`src/rtl/shape_remap_pkg.sv`:
```
package shape_remap_pkg;

    // Dimension selectors used inside an iteration order
    typedef logic [1:0] dim_sel_t;
    localparam dim_sel_t DIM_X = 2'd0;
    localparam dim_sel_t DIM_Y = 2'd1;
    localparam dim_sel_t DIM_Z = 2'd2;

    // Order: element 0 steps fastest, element 2 slowest
    typedef dim_sel_t [2:0] order_t;

    // Permutation codes carried in the shape word
    typedef enum logic [2:0] {
        PERM_XYZ = 3'd0,
        PERM_XZY = 3'd1,
        PERM_YXZ = 3'd2,
        PERM_YZX = 3'd3,
        PERM_ZXY = 3'd4,
        PERM_ZYX = 3'd5
    } perm_code_e;

    localparam int PERM_W = 3;

    // Privilege mode in which remapping is active
    localparam logic [1:0] PRIV_USER = 2'd0;

    // Walk controller states
    typedef enum logic [1:0] {
        WALK_IDLE   = 2'd0,
        WALK_RUN    = 2'd1,
        WALK_FINISH = 2'd2,
        WALK_FAULT  = 2'd3
    } walk_state_e;

endpackage

```
`src/rtl/shape_field_decode.sv`:
```
module shape_field_decode
    import shape_remap_pkg::*;
#(
    parameter int DIM_W = 7
) (
    input  logic [3*(DIM_W+1)+PERM_W-1:0] shape_i,
    output logic [2:0][DIM_W:0]           size_o,
    output logic [2:0]                    offs_o,
    output order_t                        order_o,
    output logic                          legal_o
);

    localparam int LANE_W = DIM_W + 1;

    logic [PERM_W-1:0] perm_code;

    assign perm_code = shape_i[3*LANE_W +: PERM_W];

    // One lane per dimension: size field then an offset flag on top
    for (genvar d = 0; d < 3; d++) begin : g_lane
        assign size_o[d] = {1'b0, shape_i[d*LANE_W +: DIM_W]} + LANE_W'(1);
        assign offs_o[d] = shape_i[d*LANE_W + DIM_W];
    end

    always_comb begin
        legal_o = 1'b1;
        order_o = {DIM_Z, DIM_Y, DIM_X};
        case (perm_code)
            PERM_XYZ: order_o = {DIM_Z, DIM_Y, DIM_X};
            PERM_XZY: order_o = {DIM_Y, DIM_Z, DIM_X};
            PERM_YXZ: order_o = {DIM_Z, DIM_X, DIM_Y};
            PERM_YZX: order_o = {DIM_X, DIM_Z, DIM_Y};
            PERM_ZXY: order_o = {DIM_Y, DIM_X, DIM_Z};
            PERM_ZYX: order_o = {DIM_X, DIM_Y, DIM_Z};
            default:  legal_o = 1'b0;
        endcase
    end

endmodule

```
`src/rtl/shape_index_walker.sv`:
```
module shape_index_walker
    import shape_remap_pkg::*;
#(
    parameter int ENTRIES = 128,
    parameter int DIM_W   = 7,
    parameter int IDX_W   = 8
) (
    input  logic                       clk,
    input  logic                       rst_n,
    input  logic                       start_i,
    input  logic                       legal_i,
    input  logic [2:0][DIM_W:0]        size_i,
    input  order_t                     order_i,
    input  logic [2:0]                 offs_i,
    output logic                       busy_o,
    output logic                       done_o,
    output logic                       illegal_o,
    output logic [2:0]                 offs_o,
    output logic                       wr_en_o,
    output logic [$clog2(ENTRIES)-1:0] wr_addr_o,
    output logic [IDX_W-1:0]           wr_data_o
);

    localparam int LANE_W = DIM_W + 1;
    localparam int ADDR_W = $clog2(ENTRIES);
    localparam logic [ADDR_W-1:0] LAST_ADDR = ADDR_W'(ENTRIES - 1);

    walk_state_e state_q, state_d;

    logic [2:0][LANE_W-1:0] lim_q;
    logic [2:0][LANE_W-1:0] ctr_q, ctr_d;
    order_t                 ord_q;
    logic [2:0]             offs_q;
    logic [ADDR_W-1:0]      pos_q;
    logic                   accept;
    logic                   reject;

    assign accept = (state_q == WALK_IDLE) && start_i && legal_i;
    assign reject = (state_q == WALK_IDLE) && start_i && !legal_i;

    // State register
    always_ff @(posedge clk or negedge rst_n) begin
        if (!rst_n) state_q <= WALK_IDLE;
        else        state_q <= state_d;
    end

    // Transitions
    always_comb begin
        state_d = state_q;
        unique case (state_q)
            WALK_IDLE: begin
                if (accept)      state_d = WALK_RUN;
                else if (reject) state_d = WALK_FAULT;
            end
            WALK_RUN: begin
                if (pos_q == LAST_ADDR) state_d = WALK_FINISH;
            end
            WALK_FINISH: state_d = WALK_IDLE;
            WALK_FAULT:  state_d = WALK_IDLE;
        endcase
    end

    // Outputs decoded from the state
    always_comb begin
        busy_o    = 1'b0;
        done_o    = 1'b0;
        illegal_o = 1'b0;
        wr_en_o   = 1'b0;
        unique case (state_q)
            WALK_IDLE:   ;
            WALK_RUN:    begin busy_o = 1'b1; wr_en_o = 1'b1; end
            WALK_FINISH: done_o = 1'b1;
            WALK_FAULT:  illegal_o = 1'b1;
        endcase
    end

    // Carry chain walked in permutation order
    always_comb begin
        logic carry;
        logic [LANE_W-1:0] bumped;
        ctr_d = ctr_q;
        carry = 1'b1;
        for (int j = 0; j < 3; j++) begin
            if (carry) begin
                bumped = ctr_q[ord_q[j]] + LANE_W'(1);
                if (bumped == lim_q[ord_q[j]]) begin
                    ctr_d[ord_q[j]] = '0;
                end else begin
                    ctr_d[ord_q[j]] = bumped;
                    carry = 1'b0;
                end
            end
        end
    end

    // Linear index, kept in IDX_W bits throughout
    always_comb begin
        wr_data_o = IDX_W'(ctr_q[0])
                  + IDX_W'(ctr_q[1]) * IDX_W'(lim_q[0])
                  + IDX_W'(ctr_q[2]) * IDX_W'(lim_q[0]) * IDX_W'(lim_q[1]);
    end

    assign wr_addr_o = pos_q;
    assign offs_o    = offs_q;

    // Shape capture and counters
    always_ff @(posedge clk or negedge rst_n) begin
        if (!rst_n) begin
            lim_q  <= '0;
            ctr_q  <= '0;
            ord_q  <= {DIM_Z, DIM_Y, DIM_X};
            offs_q <= '0;
            pos_q  <= '0;
        end else if (accept) begin
            lim_q  <= size_i;
            ord_q  <= order_i;
            offs_q <= offs_i;
            ctr_q  <= '0;
            pos_q  <= '0;
        end else if (state_q == WALK_RUN) begin
            ctr_q  <= ctr_d;
            pos_q  <= pos_q + ADDR_W'(1);
        end
    end

endmodule

```
`src/rtl/shape_remap_lookup.sv`:
```
module shape_remap_lookup
    import shape_remap_pkg::*;
#(
    parameter int REG_W = 7,
    parameter int SLOTS = 3
) (
    input  logic [SLOTS*REG_W-1:0]   remap_i,
    input  logic [REG_W-1:0]         reg_i,
    input  logic [1:0]               mode_i,
    output logic                     hit_o,
    output logic [$clog2(SLOTS)-1:0] slot_o
);

    localparam int SLOT_W = $clog2(SLOTS);

    logic [SLOTS-1:0] match;

    for (genvar s = 0; s < SLOTS; s++) begin : g_slot
        assign match[s] = (remap_i[s*REG_W +: REG_W] == reg_i);
    end

    // Highest index first so that the lowest matching slot wins
    always_comb begin
        hit_o  = 1'b0;
        slot_o = '0;
        if (mode_i == PRIV_USER && reg_i != '0) begin
            for (int s = SLOTS - 1; s >= 0; s--) begin
                if (match[s]) begin
                    hit_o  = 1'b1;
                    slot_o = SLOT_W'(s);
                end
            end
        end
    end

endmodule

```
`src/rtl/shape_remap.sv`:
```
module shape_remap
    import shape_remap_pkg::*;
#(
    parameter int ENTRIES = 128,
    parameter int DIM_W   = 7,
    parameter int IDX_W   = 8,
    parameter int REG_W   = 7,
    parameter int SLOTS   = 3
) (
    input  logic                                clk,
    input  logic                                rst_n,
    input  logic                                start_i,
    input  logic [3*(DIM_W+1)+PERM_W-1:0]       shape_cfg_i,
    input  logic [SLOTS*REG_W-1:0]              remap_cfg_i,
    input  logic [$clog2(ENTRIES)-1:0]          rd_addr_i,
    output logic [IDX_W-1:0]                    rd_data_o,
    output logic                                busy_o,
    output logic                                done_o,
    output logic                                illegal_o,
    output logic [2:0]                          offs_o,
    input  logic [REG_W-1:0]                    lk_reg_i,
    input  logic [1:0]                          lk_mode_i,
    output logic                                lk_hit_o,
    output logic [$clog2(SLOTS)-1:0]            lk_slot_o
);

    localparam int ADDR_W = $clog2(ENTRIES);

    logic [2:0][DIM_W:0] dec_size;
    logic [2:0]          dec_offs;
    order_t              dec_order;
    logic                dec_legal;

    logic                wr_en;
    logic [ADDR_W-1:0]   wr_addr;
    logic [IDX_W-1:0]    wr_data;

    logic [IDX_W-1:0]    table_q [ENTRIES];

    shape_field_decode #(
        .DIM_W (DIM_W)
    ) u_decode (
        .shape_i (shape_cfg_i),
        .size_o  (dec_size),
        .offs_o  (dec_offs),
        .order_o (dec_order),
        .legal_o (dec_legal)
    );

    shape_index_walker #(
        .ENTRIES (ENTRIES),
        .DIM_W   (DIM_W),
        .IDX_W   (IDX_W)
    ) u_walker (
        .clk       (clk),
        .rst_n     (rst_n),
        .start_i   (start_i),
        .legal_i   (dec_legal),
        .size_i    (dec_size),
        .order_i   (dec_order),
        .offs_i    (dec_offs),
        .busy_o    (busy_o),
        .done_o    (done_o),
        .illegal_o (illegal_o),
        .offs_o    (offs_o),
        .wr_en_o   (wr_en),
        .wr_addr_o (wr_addr),
        .wr_data_o (wr_data)
    );

    shape_remap_lookup #(
        .REG_W (REG_W),
        .SLOTS (SLOTS)
    ) u_lookup (
        .remap_i (remap_cfg_i),
        .reg_i   (lk_reg_i),
        .mode_i  (lk_mode_i),
        .hit_o   (lk_hit_o),
        .slot_o  (lk_slot_o)
    );

    // Index table
    always_ff @(posedge clk or negedge rst_n) begin
        if (!rst_n) begin
            for (int i = 0; i < ENTRIES; i++) table_q[i] <= '0;
        end else if (wr_en) begin
            table_q[wr_addr] <= wr_data;
        end
    end

    assign rd_data_o = table_q[rd_addr_i];

endmodule

```
`config.mk`:
```
export PLATFORM = sky130hd
export DESIGN_NAME = shape_remap
export DESIGN_NICKNAME = d
export VERILOG_FILES = /design/src/rtl/shape_remap_pkg.sv /design/src/rtl/shape_field_decode.sv /design/src/rtl/shape_index_walker.sv /design/src/rtl/shape_remap_lookup.sv /design/src/rtl/shape_remap.sv
export SDC_FILE = /design/constraint.sdc
export NUM_CORES = 2
export LEC_CHECK = 0
export BUFFER_PORTS_ARGS = -buffer_cell sky130_fd_sc_hd__buf_2
export CAP_MARGIN = 15
export CORE_MARGIN = 1
export CORE_UTILIZATION = 35
export CTS_BUF_LIST = sky130_fd_sc_hd__clkbuf_8
export DETAILED_ROUTE_END_ITERATION = 7
export PLACE_DENSITY = 0.46
export SLEW_MARGIN = 20
export SYNTH_ARGS = -nofsm -noshare
export SYNTH_HDL_FRONTEND = slang
export SYNTH_SLANG_ARGS = --single-unit
```
`constraint.sdc`:
```
create_clock -name clk -period 8.62 [get_ports clk]
set_input_delay 1.724 -clock clk [delete_from_list [all_inputs] [get_ports clk]]
set_output_delay 1.724 -clock clk [all_outputs]
set_load 0.03 [all_outputs]
```
==> impl_metrics.ini <==
[run_status]
status = finished, final reports clean

[timing]
slew_headroom = 0.3070
final.setup_skew_ns = 0.03972
worst_pin_slew_ns = 1.040
fmax_mhz = 122.6
setup_violations = 0
finalMaxSlewViolations = 0
fin_ws_ns = 0.4622
final_hold_viol_count = 0
rsz0062_at_grt = false
finalCritPeriodShare = 0.9464
timing.hold.ws_ns = 0.4721
fin_crit_ns = 8.158
setup_tns_ns = 0

[global_routing]
grt_pass1_vias = 35770
antenna_found_initial = 10
grt_max_degree = 155
grt_pass1_wl_um = 238700
grtUsageTotal = 0.2023
gr-total-overflow = 0

[synthesis]
yosysTopAreaCell = dfrtp_1
synth_edf_count = 0
synthTopCellsByArea = dfrtp_1 (50%), mux4_2 (14%), mux2_2 (11%)
yosysWarnings = 0
synth-async-reset-ratio = 1.000
synth_top_area_frac = 0.5019
syn_area_mm2 = 0.05424
ys_ff_latch = 1090
ys_types = 74
synthCells = 4445
yosys_most_used_dff = dfrtp_1
synth.avg_cell_area_um2 = 12.20
ys_seq_area_frac = 0.5029
synth_fp_nets = 4622

[die]
core_area_mm2 = 0.1539
die_h_um = 395.7
dieArea_mm2 = 0.1566
die_w_um = 395.7
initial_core_util = 0.3525
io_pins = 84
rows = 144

[setup_path]
critPathSlowestCell = fa_1
crit_arrival_ns = 9.00
worstPathRequired_ns = 9.46
max_stage_delay_ns = 0.55
crit_family = adder cells
cp-end-kind = register
path_common_cell = fa_1
cp-start-kind = register
criticalPathCategory = register to register
crit_fanout = 48
crit_buf_inv = 6
r2r_start = u_walker.lim_q[2]$_DFFE_PN0P_
startpoint = u_walker.lim_q[2]$_DFFE_PN0P_

[clocking]
clk_latency_ns = 0.92
htree_levels = 4
numCtsBuffers = 190
path_clk_slew_ns = 0.06
cts_setup_buffers = 0
cts.sinks = 1090
cts_root_buf = clkbuf_8
cts_hold_repair.buffers = 0
clockBufferDepth = 3
cts_tree = built
post_cts_resize_count = 0

[worst_hold_path]
hp-class = register to register
min_from = table_q[84]$_DFFE_PN0P_

[routing]
top_layer = met5
dr_wl_met2_um = 72330
viasPerCell = 5.220
met1Wirelength_um = 73550
drtPass1Iterations = 5
wl_met3_um = 6624
vias = 34460
routed_wl_um = 155300
drtIter0Drc = 2453
drc = 0
wire_per_inst_um = 23.52
antenna_left = 0

[final_layout]
drive_above_1_share = 0.2916
layout.nets = 4590
syn_to_final_growth_pct = 11.92
post-route-util = 0.3945
final.fill_count = 14850

[placement]
place_ws_ns = 0.3576
gp_congestion = 0.8563
dpl.hpwl_um = 99460
port-buffer-count = 83

[run]
maxCapViolCount = 0
==> flip-flops by register name, summed over array words and instances (netlist names) <==
signal / cells
u_walker.offs_o: 3
u_walker.lim_q: 24
u_walker.ctr_q: 24
u_walker.wr_addr_o: 7
u_walker.state_q: 2
u_walker.ord_q: 6
table_q: 1024
==> path summary, 6_finish.rpt <==
check | endpoint | slack [ns] | cells past startpoint
max in group asynchronous | table_q[289]$_DFFE_PN0P_ | 6.00 | 3
hold / removal | table_q[84]$_DFFE_PN0P_ | 0.47 | 2
min in group asynchronous | table_q[696]$_DFFE_PN0P_ | 0.86 | 1
hold reg to reg | table_q[84]$_DFFE_PN0P_ | 0.47 | 2
setup reg to reg | table_q[95]$_DFFE_PN0P_ | 0.46 | 26
setup / recovery | table_q[95]$_DFFE_PN0P_ | 0.46 | 26
==> placed cells by master, fill, tap and decap left out, drive strengths merged, types with 5 or more instances in the layout <==
| cell | n |
|---|---|
| nand4 | 7 |
| xnor2 | 85 |
| a211oi | 5 |
| inv | 142 |
| a22o | 9 |
| buf | 175 |
| mux4 | 336 |
| nand2 | 771 |
| nand2b | 14 |
| mux2i | 49 |
| nand3 | 27 |
| and3 | 24 |
| a21oi | 39 |
| a31oi | 5 |
| clkinv | 13 |
| clkbuf | 240 |
| xor2 | 40 |
| a32oi | 5 |
| nor2b | 12 |
| nor3 | 26 |
| o21ai | 559 |
| a211o | 5 |
| a21o | 6 |
| fa | 49 |
| o31ai | 5 |
| and2 | 66 |
| ha | 61 |
| nor2 | 60 |
| mux2 | 517 |
| nor4 | 11 |
| o2bb2ai | 23 |
| a2bb2oi | 14 |
| dfrtp | 1088 |
==> worst reg2reg max path: stages (launching register included) <==
cell and delay, ns:
dfrtp_2 0.49, and2_1 0.19, fa_1 0.43, fa_1 0.44
ha_1 0.32, fa_1 0.45, ha_1 0.33, xor2_1 0.20
and2_1 0.19, fa_1 0.50, fa_1 0.55, inv_1 0.05
fa_1 0.49, inv_1 0.06, fa_1 0.54, inv_1 0.05
fa_1 0.45, fa_1 0.49, inv_1 0.04, ha_1 0.35
a21oi_1 0.20, xnor2_1 0.10, xnor2_1 0.27, xnor2_2 0.15
buf_4 0.26, buf_12 0.27, mux2_2 0.25
==> synth_stat cells (60+ instances only) <==
cell type / count
dfrtp_1: 1088
nand2_1: 771
o21ai_0: 557
mux2_2: 517
clkbuf_1: 347
mux4_2: 336
xnor2_1: 85
inv_1: 67
and2_1: 66
ha_1: 61
nor2_1: 60
==> cell type report <==
class                           count  area (µm²)  share of cell area
Timing Repair Buffer              175        1466             0.02416
Antenna cell                        4       10.01           0.0001649
Sequential cell                  1090       27280              0.4494
Clock inverter                     93       509.2            0.008389
Multi-Input combinational cell   2888       25320              0.4172
Clock buffer                      240        3303             0.05441
Tap cell                         2044        2557             0.04213
Inverter                           68       255.2            0.004205
==> metal layers <==
| layer | vias to the layer above | global-route usage |
|---|---|---|
| li1 | 15740 | - |
| met1 | 17850 | 0.2922 |
| met2 | 688 | 0.3152 |
| met3 | 185 | 0.03469 |
| met4 | 2 | 0.05047 |
| met5 | - | 0 |
==> per-stage QoR <==
stage	instances	instance area (µm²)
floorplan	4445	54240
global placement	6265	56860
detailed placement	6265	56880
CTS	6598	60690
global route	6599	60700
finish	6602	60700
==> cell families (layout without fill, tap and decap cells) <==
kind of cell               after synthesis  count (layout)  synth area share
xor gates and xnor gates               129             129           0.02185
and+or+nand+nor                       1036            1036           0.08078
buffers and inverters                  467             576           0.03310
other                                    0               4                 0
AOI/OAI and AO/OA                      711             711           0.07331
muxes                                  902             902            0.2559
adders and majority gates              110             110           0.03216
DFF                                   1090            1090            0.5029
Power is not shown: default switching activity piles up to over one toggle a cycle in this logic, so the estimate is an artifact.
